==> src/rtl/ser_rom_pkg.sv <==
package ser_rom_pkg;
  localparam int ADDR_W   = 8;
  localparam int DATA_W   = 8;
  localparam int HDR_BITS = 3 + ADDR_W;
  localparam int FRAME_W  = HDR_BITS + DATA_W;
  localparam logic [DATA_W-1:0] MARKER = 8'hA5;

  typedef enum logic [2:0] {
    OP_READ   = 3'd0,
    OP_WRITE  = 3'd1,
    OP_ERASE  = 3'd2,
    OP_ERAL   = 3'd3,
    OP_WRAL   = 3'd4,
    OP_RELOAD = 3'd5
  } host_op_e;

  typedef enum logic [2:0] {
    ST_IDLE, ST_LOAD, ST_SHIFT, ST_GAP, ST_POLL
  } ctl_state_e;

  function automatic logic [FRAME_W-1:0] make_frame(host_op_e op, logic [ADDR_W-1:0] a,
                                                    logic [DATA_W-1:0] d);
    case (op)
      OP_READ:  return {3'b110, a, {DATA_W{1'b0}}};
      OP_WRITE: return {3'b101, a, d};
      OP_ERASE: return {3'b111, a, {DATA_W{1'b0}}};
      OP_ERAL:  return {3'b100, 2'b10, a[ADDR_W-3:0], {DATA_W{1'b0}}};
      OP_WRAL:  return {3'b100, 2'b01, a[ADDR_W-3:0], d};
      default:  return '0;
    endcase
  endfunction

  function automatic logic [4:0] frame_bits(host_op_e op);
    if (op == OP_READ || op == OP_WRITE || op == OP_WRAL) return 5'(FRAME_W);
    return 5'(HDR_BITS);
  endfunction

  function automatic logic is_wr_class(host_op_e op);
    return op inside {OP_WRITE, OP_ERASE, OP_ERAL, OP_WRAL};
  endfunction
endpackage

==> src/rtl/ser_rom_tick.sv <==
module ser_rom_tick #(
  parameter int DIV = 4
) (
  input  logic clk,
  input  logic rst,
  output logic tick
);
  localparam int CW = (DIV > 1) ? $clog2(DIV) : 1;
  logic [CW-1:0] cnt;

  always_ff @(posedge clk) begin
    if (rst) begin
      cnt  <= '0;
      tick <= 1'b0;
    end else begin
      tick <= (cnt == CW'(DIV - 1));
      if (cnt == CW'(DIV - 1)) cnt <= '0;
      else                     cnt <= cnt + 1'b1;
    end
  end

  AST_TICK_SPACED: assert property (@(posedge clk) disable iff (rst)
    tick |=> !tick);
endmodule

==> src/rtl/ser_rom_sync.sv <==
module ser_rom_sync (
  input  logic clk,
  input  logic rst,
  input  logic d,
  output logic q
);
  logic meta;
  always_ff @(posedge clk) begin
    if (rst) begin
      meta <= 1'b0;
      q    <= 1'b0;
    end else begin
      meta <= d;
      q    <= meta;
    end
  end
endmodule

==> src/rtl/ser_rom_timer.sv <==
module ser_rom_timer #(
  parameter int LIMIT = 300
) (
  input  logic clk,
  input  logic rst,
  input  logic run,
  output logic expired
);
  localparam int TW = $clog2(LIMIT + 1);
  logic [TW-1:0] cnt;

  assign expired = run && (cnt == TW'(LIMIT - 1));

  always_ff @(posedge clk) begin
    if (rst || !run)   cnt <= '0;
    else if (!expired) cnt <= cnt + 1'b1;
  end

  AST_TMR_RANGE: assert property (@(posedge clk) disable iff (rst)
    cnt <= TW'(LIMIT - 1));
endmodule

==> src/rtl/ser_rom_cmd_ctrl.sv <==
module ser_rom_cmd_ctrl
  import ser_rom_pkg::*;
#(
  parameter int CLK_DIV   = 4,
  parameter int TMO_CLKS  = 3_000_000,
  parameter int STA_BYTES = 6
) (
  input  logic                   clk,
  input  logic                   rst,
  input  logic                   cmd_valid,
  input  logic [2:0]             cmd_op,
  input  logic [7:0]             cmd_addr,
  input  logic [7:0]             cmd_wdata,
  input  logic                   tmo_clr,
  output logic                   busy,
  output logic                   timed_out,
  output logic [7:0]             rdata,
  output logic                   addr_loaded,
  output logic [8*STA_BYTES-1:0] station_addr,
  output logic                   ee_cs,
  output logic                   ee_sck,
  output logic                   ee_dout,
  output logic                   ee_oe,
  input  logic                   ee_din
);
  localparam int LDW = $clog2(STA_BYTES + 1);

  ctl_state_e         state;
  host_op_e           cur_op;
  logic               autol;
  logic [LDW-1:0]     ld_idx;
  logic [FRAME_W-1:0] frame_sr;
  logic [4:0]         bit_cnt, nbits;
  logic [DATA_W-1:0]  in_sr;
  logic               tick, din_s, tmr_done, tmo_set;

  ser_rom_tick #(.DIV(CLK_DIV)) u_tick (.clk(clk), .rst(rst), .tick(tick));
  ser_rom_sync u_sync (.clk(clk), .rst(rst), .d(ee_din), .q(din_s));
  ser_rom_timer #(.LIMIT(TMO_CLKS)) u_tmr (
    .clk(clk), .rst(rst), .run(state == ST_POLL), .expired(tmr_done));

  assign busy    = (state != ST_IDLE);
  assign tmo_set = (state == ST_POLL) && !din_s && tmr_done;

  always_ff @(posedge clk) begin
    if (rst)          timed_out <= 1'b0;
    else if (tmo_set) timed_out <= 1'b1;
    else if (tmo_clr) timed_out <= 1'b0;
  end

  always_ff @(posedge clk) begin
    if (rst) begin
      state        <= ST_LOAD;
      cur_op       <= OP_READ;
      autol        <= 1'b1;
      ld_idx       <= '0;
      addr_loaded  <= 1'b0;
      station_addr <= '0;
      rdata        <= '0;
      frame_sr     <= '0;
      bit_cnt      <= '0;
      nbits        <= '0;
      in_sr        <= '0;
      ee_cs        <= 1'b0;
      ee_sck       <= 1'b0;
      ee_dout      <= 1'b0;
      ee_oe        <= 1'b0;
    end else begin
      case (state)
        ST_IDLE: begin
          if (cmd_valid && cmd_op == 3'(OP_RELOAD)) begin
            autol       <= 1'b1;
            ld_idx      <= '0;
            addr_loaded <= 1'b0;
            state       <= ST_LOAD;
          end else if (cmd_valid && cmd_op < 3'(OP_RELOAD)) begin
            cur_op   <= host_op_e'(cmd_op);
            frame_sr <= make_frame(host_op_e'(cmd_op), cmd_addr, cmd_wdata);
            nbits    <= frame_bits(host_op_e'(cmd_op));
            bit_cnt  <= '0;
            ee_cs    <= 1'b1;
            ee_dout  <= 1'b1;
            ee_oe    <= 1'b1;
            state    <= ST_SHIFT;
          end
        end
        ST_LOAD: begin
          cur_op   <= OP_READ;
          frame_sr <= make_frame(OP_READ, 8'(ld_idx), '0);
          nbits    <= frame_bits(OP_READ);
          bit_cnt  <= '0;
          ee_cs    <= 1'b1;
          ee_dout  <= 1'b1;
          ee_oe    <= 1'b1;
          state    <= ST_SHIFT;
        end
        ST_SHIFT: begin
          if (tick) begin
            if (!ee_sck) begin
              ee_sck <= 1'b1;
              if (cur_op == OP_READ && bit_cnt >= 5'(HDR_BITS))
                in_sr <= {in_sr[DATA_W-2:0], din_s};
            end else if (bit_cnt == nbits - 5'd1) begin
              ee_sck  <= 1'b0;
              ee_cs   <= 1'b0;
              ee_oe   <= 1'b0;
              ee_dout <= 1'b0;
              state   <= ST_GAP;
            end else begin
              ee_sck   <= 1'b0;
              bit_cnt  <= bit_cnt + 5'd1;
              frame_sr <= frame_sr << 1;
              ee_dout  <= frame_sr[FRAME_W-2];
              ee_oe    <= !(cur_op == OP_READ && bit_cnt + 5'd1 >= 5'(HDR_BITS));
            end
          end
        end
        ST_GAP: begin
          if (tick) begin
            if (is_wr_class(cur_op)) begin
              ee_cs <= 1'b1;
              state <= ST_POLL;
            end else if (autol) begin
              if (ld_idx == '0) begin
                if (in_sr == MARKER) begin
                  ld_idx <= LDW'(1);
                  state  <= ST_LOAD;
                end else begin
                  autol <= 1'b0;
                  state <= ST_IDLE;
                end
              end else begin
                station_addr[(int'(ld_idx) - 1) * 8 +: 8] <= in_sr;
                if (ld_idx == LDW'(STA_BYTES)) begin
                  addr_loaded <= 1'b1;
                  autol       <= 1'b0;
                  state       <= ST_IDLE;
                end else begin
                  ld_idx <= ld_idx + 1'b1;
                  state  <= ST_LOAD;
                end
              end
            end else begin
              rdata <= in_sr;
              state <= ST_IDLE;
            end
          end
        end
        ST_POLL: begin
          if (din_s || tmr_done) begin
            ee_cs <= 1'b0;
            state <= ST_IDLE;
          end
        end
        default: state <= ST_IDLE;
      endcase
    end
  end

  AST_IDLE_QUIET: assert property (@(posedge clk) disable iff (rst)
    !busy |-> (!ee_cs && !ee_sck));
  AST_POLL_RELEASED: assert property (@(posedge clk) disable iff (rst)
    (state == ST_POLL) |-> (ee_cs && !ee_oe));
  AST_LOADED_AT_END: assert property (@(posedge clk) disable iff (rst)
    $rose(addr_loaded) |-> !busy);
  AST_TMO_FROM_POLL: assert property (@(posedge clk) disable iff (rst)
    $rose(timed_out) |-> ($past(state == ST_POLL) && !busy && !ee_cs));
  AST_TMO_STICKY: assert property (@(posedge clk) disable iff (rst)
    (timed_out && !tmo_clr) |=> timed_out);
  AST_READ_OE_LOW: assert property (@(posedge clk) disable iff (rst)
    (state == ST_SHIFT && cur_op == OP_READ && bit_cnt >= 5'(HDR_BITS)) |-> !ee_oe);
endmodule

==> config.mk <==
export PLATFORM = sky130hd
export DESIGN_NAME = ser_rom_cmd_ctrl
export DESIGN_NICKNAME = d
export VERILOG_FILES = /design/src/rtl/ser_rom_pkg.sv /design/src/rtl/ser_rom_tick.sv /design/src/rtl/ser_rom_sync.sv /design/src/rtl/ser_rom_timer.sv /design/src/rtl/ser_rom_cmd_ctrl.sv
export SDC_FILE = /design/constraint.sdc
export NUM_CORES = 1
export LEC_CHECK = 0
export CAP_MARGIN = 20
export CORE_AREA = 2 2 115 117
export CTS_BUF_LIST = sky130_fd_sc_hd__clkbuf_8 sky130_fd_sc_hd__clkbuf_16
export DETAILED_ROUTE_END_ITERATION = 10
export DIE_AREA = 0 0 117 119
export HOLD_SLACK_MARGIN = 0.02
export PLACE_DENSITY = 0.73
export SLEW_MARGIN = 10
export SYNTH_ARGS = -nofsm -noshare
export SYNTH_HDL_FRONTEND = slang
export SYNTH_SLANG_ARGS = --single-unit
export TNS_END_PERCENT = 1
==> constraint.sdc <==
create_clock -name clk -period 6.74 [get_ports clk]
set_clock_uncertainty 0.2 [all_clocks]
set_input_delay 1.685 -clock clk [delete_from_list [all_inputs] [get_ports clk]]
set_output_delay 1.685 -clock clk [all_outputs]
set_load 0.1 [all_outputs]
==> qor.csv, run 1 <==
stage;metric;value;unit
synthesis;synthesis.instances;686;
synthesis;post-synth-top-count-cell;dfxtp_1;
drt;routed_wl;14340;um
timing;rsz0062_at_grt;no;
clock_network;clk_pin_slew_worst_paths;0.06;ns
drt;first_iter_violations;339;
clock_network;cts_hold_buf;0;
setup_path;arrival;2.64;ns
global_route;grt_pass1_vias;4778;
setup_path;regToRegSetupSlack;2.51;ns
die;die_h;119;um
placed_design;place.gp.congestion;0.8697;
clock_network;cts_resized;0;
final_layout;diodes;0;
timing;period_minus_slack;4.526;ns
clock_network;clk_latency;0.43;ns
synthesis;ys_types;61;
synthesis;synth.avg_cell_area;9.039;sq um
setup_path;worstPathMaxFanout;20;
synthesis;synth.largest_area_cell;dfxtp_1;
drt;wl_per_cell;15.17;um
timing;setup_viol;0;
placed_design;place_ws;2.327;ns
placed_design;dpl.cell_count;911;
global_route;track_usage;21.38;%
timing;hold_violations;0;
synthesis;synth_ff_type;dfxtp_1;
final_layout;multiInputGateArea;3334;sq um
synthesis;ys_seq_area_share;42.94;%
timing;worstMarginPinSlew;1.092;ns
final_layout;final_util;61.20;%
global_route;overflow;0;
clock_network;htreeDepth;4;
placed_design;hpwl;9855;um
global_route;met3_usage;5.293;%
die;fp-row-count;42;
drt;num_vias;5157;
power;p_leak;0.002903;uW
placed_design;portBuffers;86;
synthesis;synthArstFlopShare;0;%
die;initial_core_util;48.16;%
timing;max_freq;0.2210;GHz
drt;detail-route-antenna-nets;0;
global_route;grt_max_degree;124;
global_route;grt_antenna_before_repair;0;
global_route;use_met1;28.66;%
power;peakVddDrop;241.1;uV
timing;setup_slack;2.214;ns
worst_hold_path;hold_path.class;flip-flop to flip-flop;
clock_network;clk_root_buffer_cell;clkbuf_16;
synthesis;ys_seq_elements;133;
die;die_area;13920;sq um
synthesis;ys_top_cells_by_area;dfxtp_1, mux2i_1, nand2b_1, nor2_1, ha_1;
timing;relSlewSlack;27.19;%
global_route;grt_pass1_wl;23540;um
final_layout;drive_gt1_share;6.892;%
die;coreArea;12870;sq um
placed_design;placed_area;7167;sq um
setup_path;critical_path_class;flip-flop to primary output;
timing;finalCritPeriodShare;67.14;%
final_layout;nFillCells;1109;
clock_network;clockBufferDepth;2;
synthesis;synth_top_area_share;42.94;%
clock_network;post-cts-setup-buffers;0;
final_layout;final_area;7879;sq um
global_route;grt_busiest_layer;met2;
timing;finalSetupTns;0;ns
synthesis;syn_nets;724;
status;status;completed;
final_layout;syn2layout_area_growth;27.06;%
drt;drt_pass1_iterations;7;
synthesis;synth_common_cells;dfxtp_1, nor2_1, mux2i_1, nand2b_1;
drt;vias_per_cell;5.457;
setup_path;startpoint_type;flip-flop;
setup_path;worst_setup_path_end_kind;primary output;
timing;finalMaxSlewViolations;0;
final_layout;nNetsFinal;794;
clock_network;cts_tree;done;
clock_network;clkSinkCount;133;
power;pwr_density_cell;314.1;nW/um^2
synthesis;synth_edf_count;0;
final_layout;seqCellArea;2663;sq um
job;maxCapViolCount;0;
clock_network;cts_made_buffers;17;
global_route;gr-usage-met2;32.88;%
setup_path;cp.required;4.86;ns
synthesis;netlist_area;6201;sq um
die;ios;87;
drt;drc;0;
final_layout;final_cells;945;
synthesis;yosysWarnings;0;
die;fp.dieW;117;um
## cell families (layout without fill, tap and decap cells)
group,count (synthesis),count (layout),synth area share [%]
flops,133,133,42.94
simple gates,282,282,24.74
fa+ha+maj,14,14,2.825
compound gates,115,115,12.35
buf+inv,58,141,3.672
mux,58,58,9.362
xor+xnor,26,26,4.116
## routing by layer
layer / up-vias / part of all wire, %
met1: 2425 / 46
met3: 20 / 4.7
li1: 2575 / -
met5: - / 0
met2: 137 / 48
met4: 0 / 1.6
## cells in the final DEF, fill, tap and decap left out, drive strengths merged, types with 26 or more instances in the layout
cell type / netlist / routed
nand2b: 55 / 55
o21ai: 29 / 29
mux2i: 58 / 58
nand2: 33 / 33
nor2: 76 / 76
clkdlybuf4s50: 0 / 85
a21oi: 33 / 33
nor3: 26 / 26
dfxtp: 133 / 133
## worst max-delay path, cell delays in order, from the launching register on
cell	delay, ns
dfxtp_1	0.74
or3_1	0.31
clkdlybuf4s50_1	1.16
## final timing paths
| check | startpoint | endpoint | depth (start not counted) |
|---|---|---|---|
| max | state[2] | busy | 2 |
| min | u_sync.meta | u_sync.q | 1 |
| min reg2reg | u_sync.meta | u_sync.q | 1 |
| max reg2reg | ld_idx[0] | station_addr[20] | 12 |
## registers in the layout, summed over array words and instances, names as in the netlist, 5 cells and up
name and flops:
rdata 8, frame_sr 18, u_tmr.cnt 22, station_addr 48, bit_cnt 5, in_sr 8
## cell type report
cell class | count | area share [%]
clock inverter | 14 | 3.224
inverter | 17 | 0.8099
multi-input combinational | 495 | 42.32
tap | 176 | 2.795
sequential | 133 | 33.79
timing repair buffer | 92 | 11.48
clock buffer | 18 | 5.574
## power by group
part	internal [uW]	total, uW	leakage [uW]	switching (uW)
Sequential	854	914	0.00108	60.1
Combinational	172	474	0.00149	302
Clock	738	1090	0.000336	349
## stage by stage
step | hold WS (ns) | power [uW]
2_1_floorplan | 0.2082 | 1284
3_3_place_gp | 0.2164 | 1380
3_5_place_dp | 0.2245 | 1394
4_1_cts | 0.2372 | 2480
5_1_grt | 0.2658 | 2576
6_report | 0.2414 | 2474
Note: power is estimated with default switching activity, not from simulation.
==> run 2: changes to the inputs <==
--- a/config.mk
+++ b/config.mk
@@ -6,12 +6,12 @@
 export NUM_CORES = 1
 export LEC_CHECK = 0
 export CAP_MARGIN = 20
-export CORE_AREA = 2 2 115 117
+export CORE_AREA = 2 2 116 118
 export CTS_BUF_LIST = sky130_fd_sc_hd__clkbuf_8 sky130_fd_sc_hd__clkbuf_16
 export DETAILED_ROUTE_END_ITERATION = 10
-export DIE_AREA = 0 0 117 119
+export DIE_AREA = 0 0 118 120
 export HOLD_SLACK_MARGIN = 0.02
-export PLACE_DENSITY = 0.73
+export PLACE_DENSITY = 0.74
 export SLEW_MARGIN = 10
 export SYNTH_ARGS = -nofsm -noshare
 export SYNTH_HDL_FRONTEND = slang
==> constraint.sdc (replaced) <==
create_clock -name clk -period 3.9 [get_ports clk]
set_clock_uncertainty 0.2 [all_clocks]
set_input_delay 0.975 -clock clk [delete_from_list [all_inputs] [get_ports clk]]
set_output_delay 0.975 -clock clk [all_outputs]
set_load 0.1 [all_outputs]
==> qor.csv, run 2 (synthesis results as in run 1) <==
stage;metric;value;unit
power;sequentialPowerShare;39.3;%
drt;wl_per_cell;15.10;um
timing;setup_viol;0;
final_layout;final_util;60.11;%
setup_path;arrival;3.68;ns
drt;routed_wl;14410;um
worst_hold_path;hold_path.class;flip-flop to flip-flop;
placed_design;dpl.cell_count;923;
final_layout;layout_common_cells;dfxtp_1, nor2_1, clkdlybuf4s50_1;
die;fp-row-count;42;
drt;met1_length;6593;um
drt;dr_wl_met2;6840;um
final_layout;syn2layout_area_growth;25.83;%
power;switching_share;29.46;%
clock_network;htreeDepth;4;
setup_path;startpoint_type;flip-flop;
die;initial_core_util;47.77;%
clock_network;clkSinkCount;133;
timing;relSlewSlack;34.45;%
clock_network;clk_root_buffer_cell;clkbuf_16;
setup_path;critical_path_class;flip-flop to flip-flop;
clock_network;clockBufferDepth;2;
drt;top_layer_used;met4;
final_layout;drive_gt1_share;10.80;%
placed_design;place.gp.congestion;0.9038;
die;die_h;120;um
timing;finalSetupTns;0;ns
setup_path;worstPathMaxFanout;8;
drt;num_vias;5246;
timing;rsz0062_at_grt;no;
power;pwr_density_cell;513.4;nW/um^2
final_layout;largest_register;station_addr;
timing;period_minus_slack;3.533;ns
worst_hold_path;hp-start;u_tick.cnt[0];
drt;wl_met3;761;um
setup_path;critPathLaunch;ld_idx[1];
power;power.switching;1180;uW
setup_path;cp.required;4.04;ns
drt;vias_per_cell;5.499;
setup_path;timing.rr.start;ld_idx[1];
die;coreArea;12980;sq um
clock_network;cts_tree;done;
status;status;completed;
job;maxCapViolCount;0;
global_route;grt_pass1_vias;5044;
global_route;grt_pass1_wl;24580;um
power;p_leak;0.002969;uW
final_layout;layout_commonest_cell;dfxtp_1;
final_layout;final_area;7802;sq um
global_route;overflow;0;
global_route;track_usage;21.31;%
final_layout;seqCellArea;2663;sq um
final_layout;diodes;0;
timing;hold_violations;0;
placed_design;hpwl;10350;um
setup_path;crit_buf_inv;3;
global_route;grt_max_degree;55;
clock_network;post-cts-setup-buffers;0;
setup_path;slowest_delay;0.57;ns
setup_path;cp_top_family;simple AND/OR/NAND/NOR gates;
placed_design;placed_area;7193;sq um
drt;drt_pass1_iterations;5;
timing;holdWs;0.2347;ns
power;combPwrFrac;20.7;%
setup_path;worst_setup_path_end_kind;flip-flop;
final_layout;reg.largest.list;station_addr: 48 flops, u_tmr.cnt: 22 flops, frame_sr: 18 flops;
timing;finalMaxSlewViolations;0;
clock_network;clk_pin_slew_worst_paths;0.06;ns
setup_path;crit_slowest_cell;or4b_1;
timing;max_freq;0.2831;GHz
placed_design;portBuffers;86;
drt;detail-route-antenna-nets;0;
clock_network;cts_made_buffers;17;
power;peakVddDrop;370.2;uV
drt;first_iter_violations;386;
die;ios;87;
clock_network;clk_latency;0.42;ns
power;p_clk_share;40.0;%
final_layout;largest_reg_flops;48;
die;fp.dieW;118;um
power;p_int;2826;uW
die;die_area;14160;sq um
global_route;grt_antenna_before_repair;0;
drt;drc;0;
final_layout;final_cells;954;
final_layout;nFillCells;1140;
final_layout;nNetsFinal;804;
setup_path;cp_cell_sequence;inv_1 > ha_1 > xnor2_2 > nand3_1 > inv_1 > ha_1 > or4b_1 > o22ai_1 > and4b_1 > nor4b_2 > buf_4 > mux2i_1;
timing;worstMarginPinSlew;0.9802;ns
timing;finalCritPeriodShare;90.58;%
final_layout;multiInputGateArea;3337;sq um
==> run 2: changes by cell type in the layout (fill, tap and decap cells not counted), sizes merged <==
cell,change
clkinvlp,-1
inv,+1
clkinv,+1
clkbuf,+2
buf,+33
clkdlybuf4s50,-23
bufinv,-4
==> run 2: path summary, 6_finish.rpt <==
kind	slack (ns)	cells after the start	to
hold reg to reg	0.23	1	u_tick.cnt[0]
hold / removal	0.23	1	u_tick.cnt[0]
setup / recovery	0.37	12	station_addr[16]
setup reg to reg	0.37	12	station_addr[16]
==> run 2: metal layers <==
metal | vias to the layer above | GRT usage, %
li1 | 2599 | -
met1 | 2486 | 27.72
met2 | 140 | 34.19
met3 | 21 | 5.371
met4 | 0 | 8.057
met5 | - | 0
==> run 2: final cells by class <==
cell class | instances | area share, %
inverter | 17 | 0.8178
multi-input combinational | 495 | 42.77
tap | 176 | 2.822
timing repair buffer | 102 | 11.77
clock buffer | 20 | 5.981
clock inverter | 11 | 1.716
sequential | 133 | 34.12
==> run 2: through the flow <==
step / total power (uW) / worst slack [ns]
floorplan: 2219 / 0.3519
global placement: 2398 / 0.4310
detailed placement: 2424 / 0.2018
CTS: 4033 / 0.1936
global route: 4197 / 0.07374
finish: 4006 / 0.3673
==> run 2: timing repair <==
item	in CTS	in global routing
hold buffers	0	0
gates resized for setup	0	2
endpoints found under the setup margin	0	19
==> run 2: power by group through the flow <==
stage          Combinational [uW]  Clock, uW  Sequential (uW)
6_report                      829       1600             1570
5_1_grt                       919       1690             1590
4_1_cts                       829       1630             1570
3_5_place_dp                  823          0             1600
3_3_place_gp                  805          0             1590
2_1_floorplan                 576          0             1640
==> run 3: changes to the inputs <==
--- a/config.mk
+++ b/config.mk
@@ -6,12 +6,12 @@
 export NUM_CORES = 1
 export LEC_CHECK = 0
 export CAP_MARGIN = 20
-export CORE_AREA = 2 2 116 118
+export CORE_AREA = 2 2 115 117
 export CTS_BUF_LIST = sky130_fd_sc_hd__clkbuf_8 sky130_fd_sc_hd__clkbuf_16
 export DETAILED_ROUTE_END_ITERATION = 10
-export DIE_AREA = 0 0 118 120
+export DIE_AREA = 0 0 117 119
 export HOLD_SLACK_MARGIN = 0.02
-export PLACE_DENSITY = 0.74
+export PLACE_DENSITY = 0.73
 export SLEW_MARGIN = 10
 export SYNTH_ARGS = -nofsm -noshare
 export SYNTH_HDL_FRONTEND = slang
==> constraint.sdc (replaced) <==
create_clock -name clk -period 4.5 [get_ports clk]
set_clock_uncertainty 0.2 [all_clocks]
set_input_delay 1.125 -clock clk [delete_from_list [all_inputs] [get_ports clk]]
set_output_delay 1.125 -clock clk [all_outputs]
set_load 0.1 [all_outputs]
==> qor.csv, run 3 (synthesis results as in run 1) <==
stage;metric;value;unit
clock_network;clk_root_buffer_cell;clkbuf_16;
clock_network;cts_made_buffers;17;
final_layout;largest_register;station_addr;
placed_design;hpwl;10030;um
setup_path;critical_path_class;flip-flop to flip-flop;
global_route;track_usage;21.43;%
setup_path;arrival;4.11;ns
final_layout;seqCellArea;2663;sq um
drt;wl_per_cell;15.21;um
final_layout;reg.largest.list;station_addr: 48 flops, u_tmr.cnt: 22 flops, frame_sr: 18 flops;
clock_network;cts_hold_buf;0;
timing;finalCritPeriodShare;88.63;%
final_layout;largest_reg_flops;48;
power;p_leak;0.002865;uW
setup_path;startpoint_type;flip-flop;
global_route;grt_pass1_wl;23930;um
die;die_area;13920;sq um
timing;rsz0062_at_grt;no;
timing;period_minus_slack;3.988;ns
die;ios;87;
clock_network;clk_latency;0.41;ns
clock_network;htreeDepth;4;
power;pwr_density_cell;432.7;nW/um^2
final_layout;final_util;60.30;%
setup_path;regToRegSetupSlack;0.51;ns
final_layout;final_cells;947;
drt;drc;0;
final_layout;layout_common_cells;dfxtp_1, clkdlybuf4s50_1, nor2_1;
final_layout;drive_gt1_share;6.874;%
die;coreArea;12870;sq um
setup_path;worst_setup_path_end_kind;flip-flop;
clock_network;cts_resized;0;
final_layout;layout_commonest_cell;dfxtp_1;
placed_design;dpl.cell_count;915;
timing;max_freq;0.2507;GHz
status;status;completed;
clock_network;cts_tree;done;
timing;finalMaxSlewViolations;0;
clock_network;clk_pin_slew_worst_paths;0.05;ns
drt;routed_wl;14400;um
timing;setup_viol;0;
die;fp-row-count;42;
placed_design;portBuffers;86;
die;initial_core_util;48.16;%
setup_path;cp.required;4.63;ns
power;peakVddDrop;294.6;uV
drt;drt_pass1_iterations;5;
final_layout;syn2layout_area_growth;25.20;%
setup_path;worstPathMaxFanout;11;
global_route;grt_pass1_vias;4976;
clock_network;clkSinkCount;133;
clock_network;post-cts-setup-buffers;0;
die;fp.dieW;117;um
die;die_h;119;um
drt;num_vias;5271;
drt;vias_per_cell;5.566;
timing;worstMarginPinSlew;1.033;ns
clock_network;clockBufferDepth;2;
global_route;grt_antenna_before_repair;0;
drt;first_iter_violations;481;
timing;hold_violations;0;
global_route;grt_max_degree;127;
timing;finalSetupTns;0;ns
placed_design;place.gp.congestion;0.8418;
final_layout;nFillCells;1100;
timing;relSlewSlack;30.93;%
job;maxCapViolCount;0;
final_layout;nNetsFinal;797;
drt;detail-route-antenna-nets;0;
worst_hold_path;hold_path.class;flip-flop to flip-flop;
final_layout;diodes;0;
final_layout;multiInputGateArea;3328;sq um
global_route;overflow;0;
## run 3: area by class of cell
| cell class | instances | share of cell area, % |
|---|---|---|
| timing repair buffer | 95 | 12.05 |
| inverter | 17 | 0.8219 |
| clock buffer | 20 | 6.011 |
| clock inverter | 11 | 1.112 |
| tap | 176 | 2.836 |
| multi-input combinational | 495 | 42.87 |
| sequential | 133 | 34.29 |
## run 3: metrics by stage
step                      setup slack [ns]  area [sq um]  hold slack (ns)  total power [uW]
final                               0.5118          7764           0.2288              3360
after global routing                0.2483          7764           0.2624              3533
after CTS                           0.5227          7744           0.2344              3377
after detailed placement            0.5243          7191           0.2267              2101
after global placement              0.7759          7191           0.2163              2081
after floorplan                     0.9519          6201           0.2082              1924
## run 3: final timing paths
kind	from	end	depth (start not counted)
max	ld_idx[0]	station_addr[36]	11
min reg2reg	u_tick.cnt[0]	u_tick.cnt[0]	1
max reg2reg	ld_idx[0]	station_addr[36]	11
min	u_tick.cnt[0]	u_tick.cnt[0]	1
## run 3: layer usage
metal	vias up	GRT usage, %	wire [um]
li1	2585	-	-
met1	2495	27.89	6433
met2	170	34.39	6917
met3	21	4.936	800
met4	0	8.088	249
met5	-	0	0
## run 3: critical path: stages (launching register included)
cell and delay [ns]:
dfxtp_1 0.55, inv_1 0.17, ha_1 0.26, xnor2_1 0.32, nand3_1 0.16, inv_1 0.09, ha_1 0.29, or4b_1 0.54
o22ai_1 0.19, and4b_1 0.32, nand4bb_1 0.48, mux2i_1 0.32
## run 3: power by group
group          internal [uW]  total (uW)  switching, uW
clock network            790        1270            480
registers               1280        1370           86.4
logic                    270         724            454
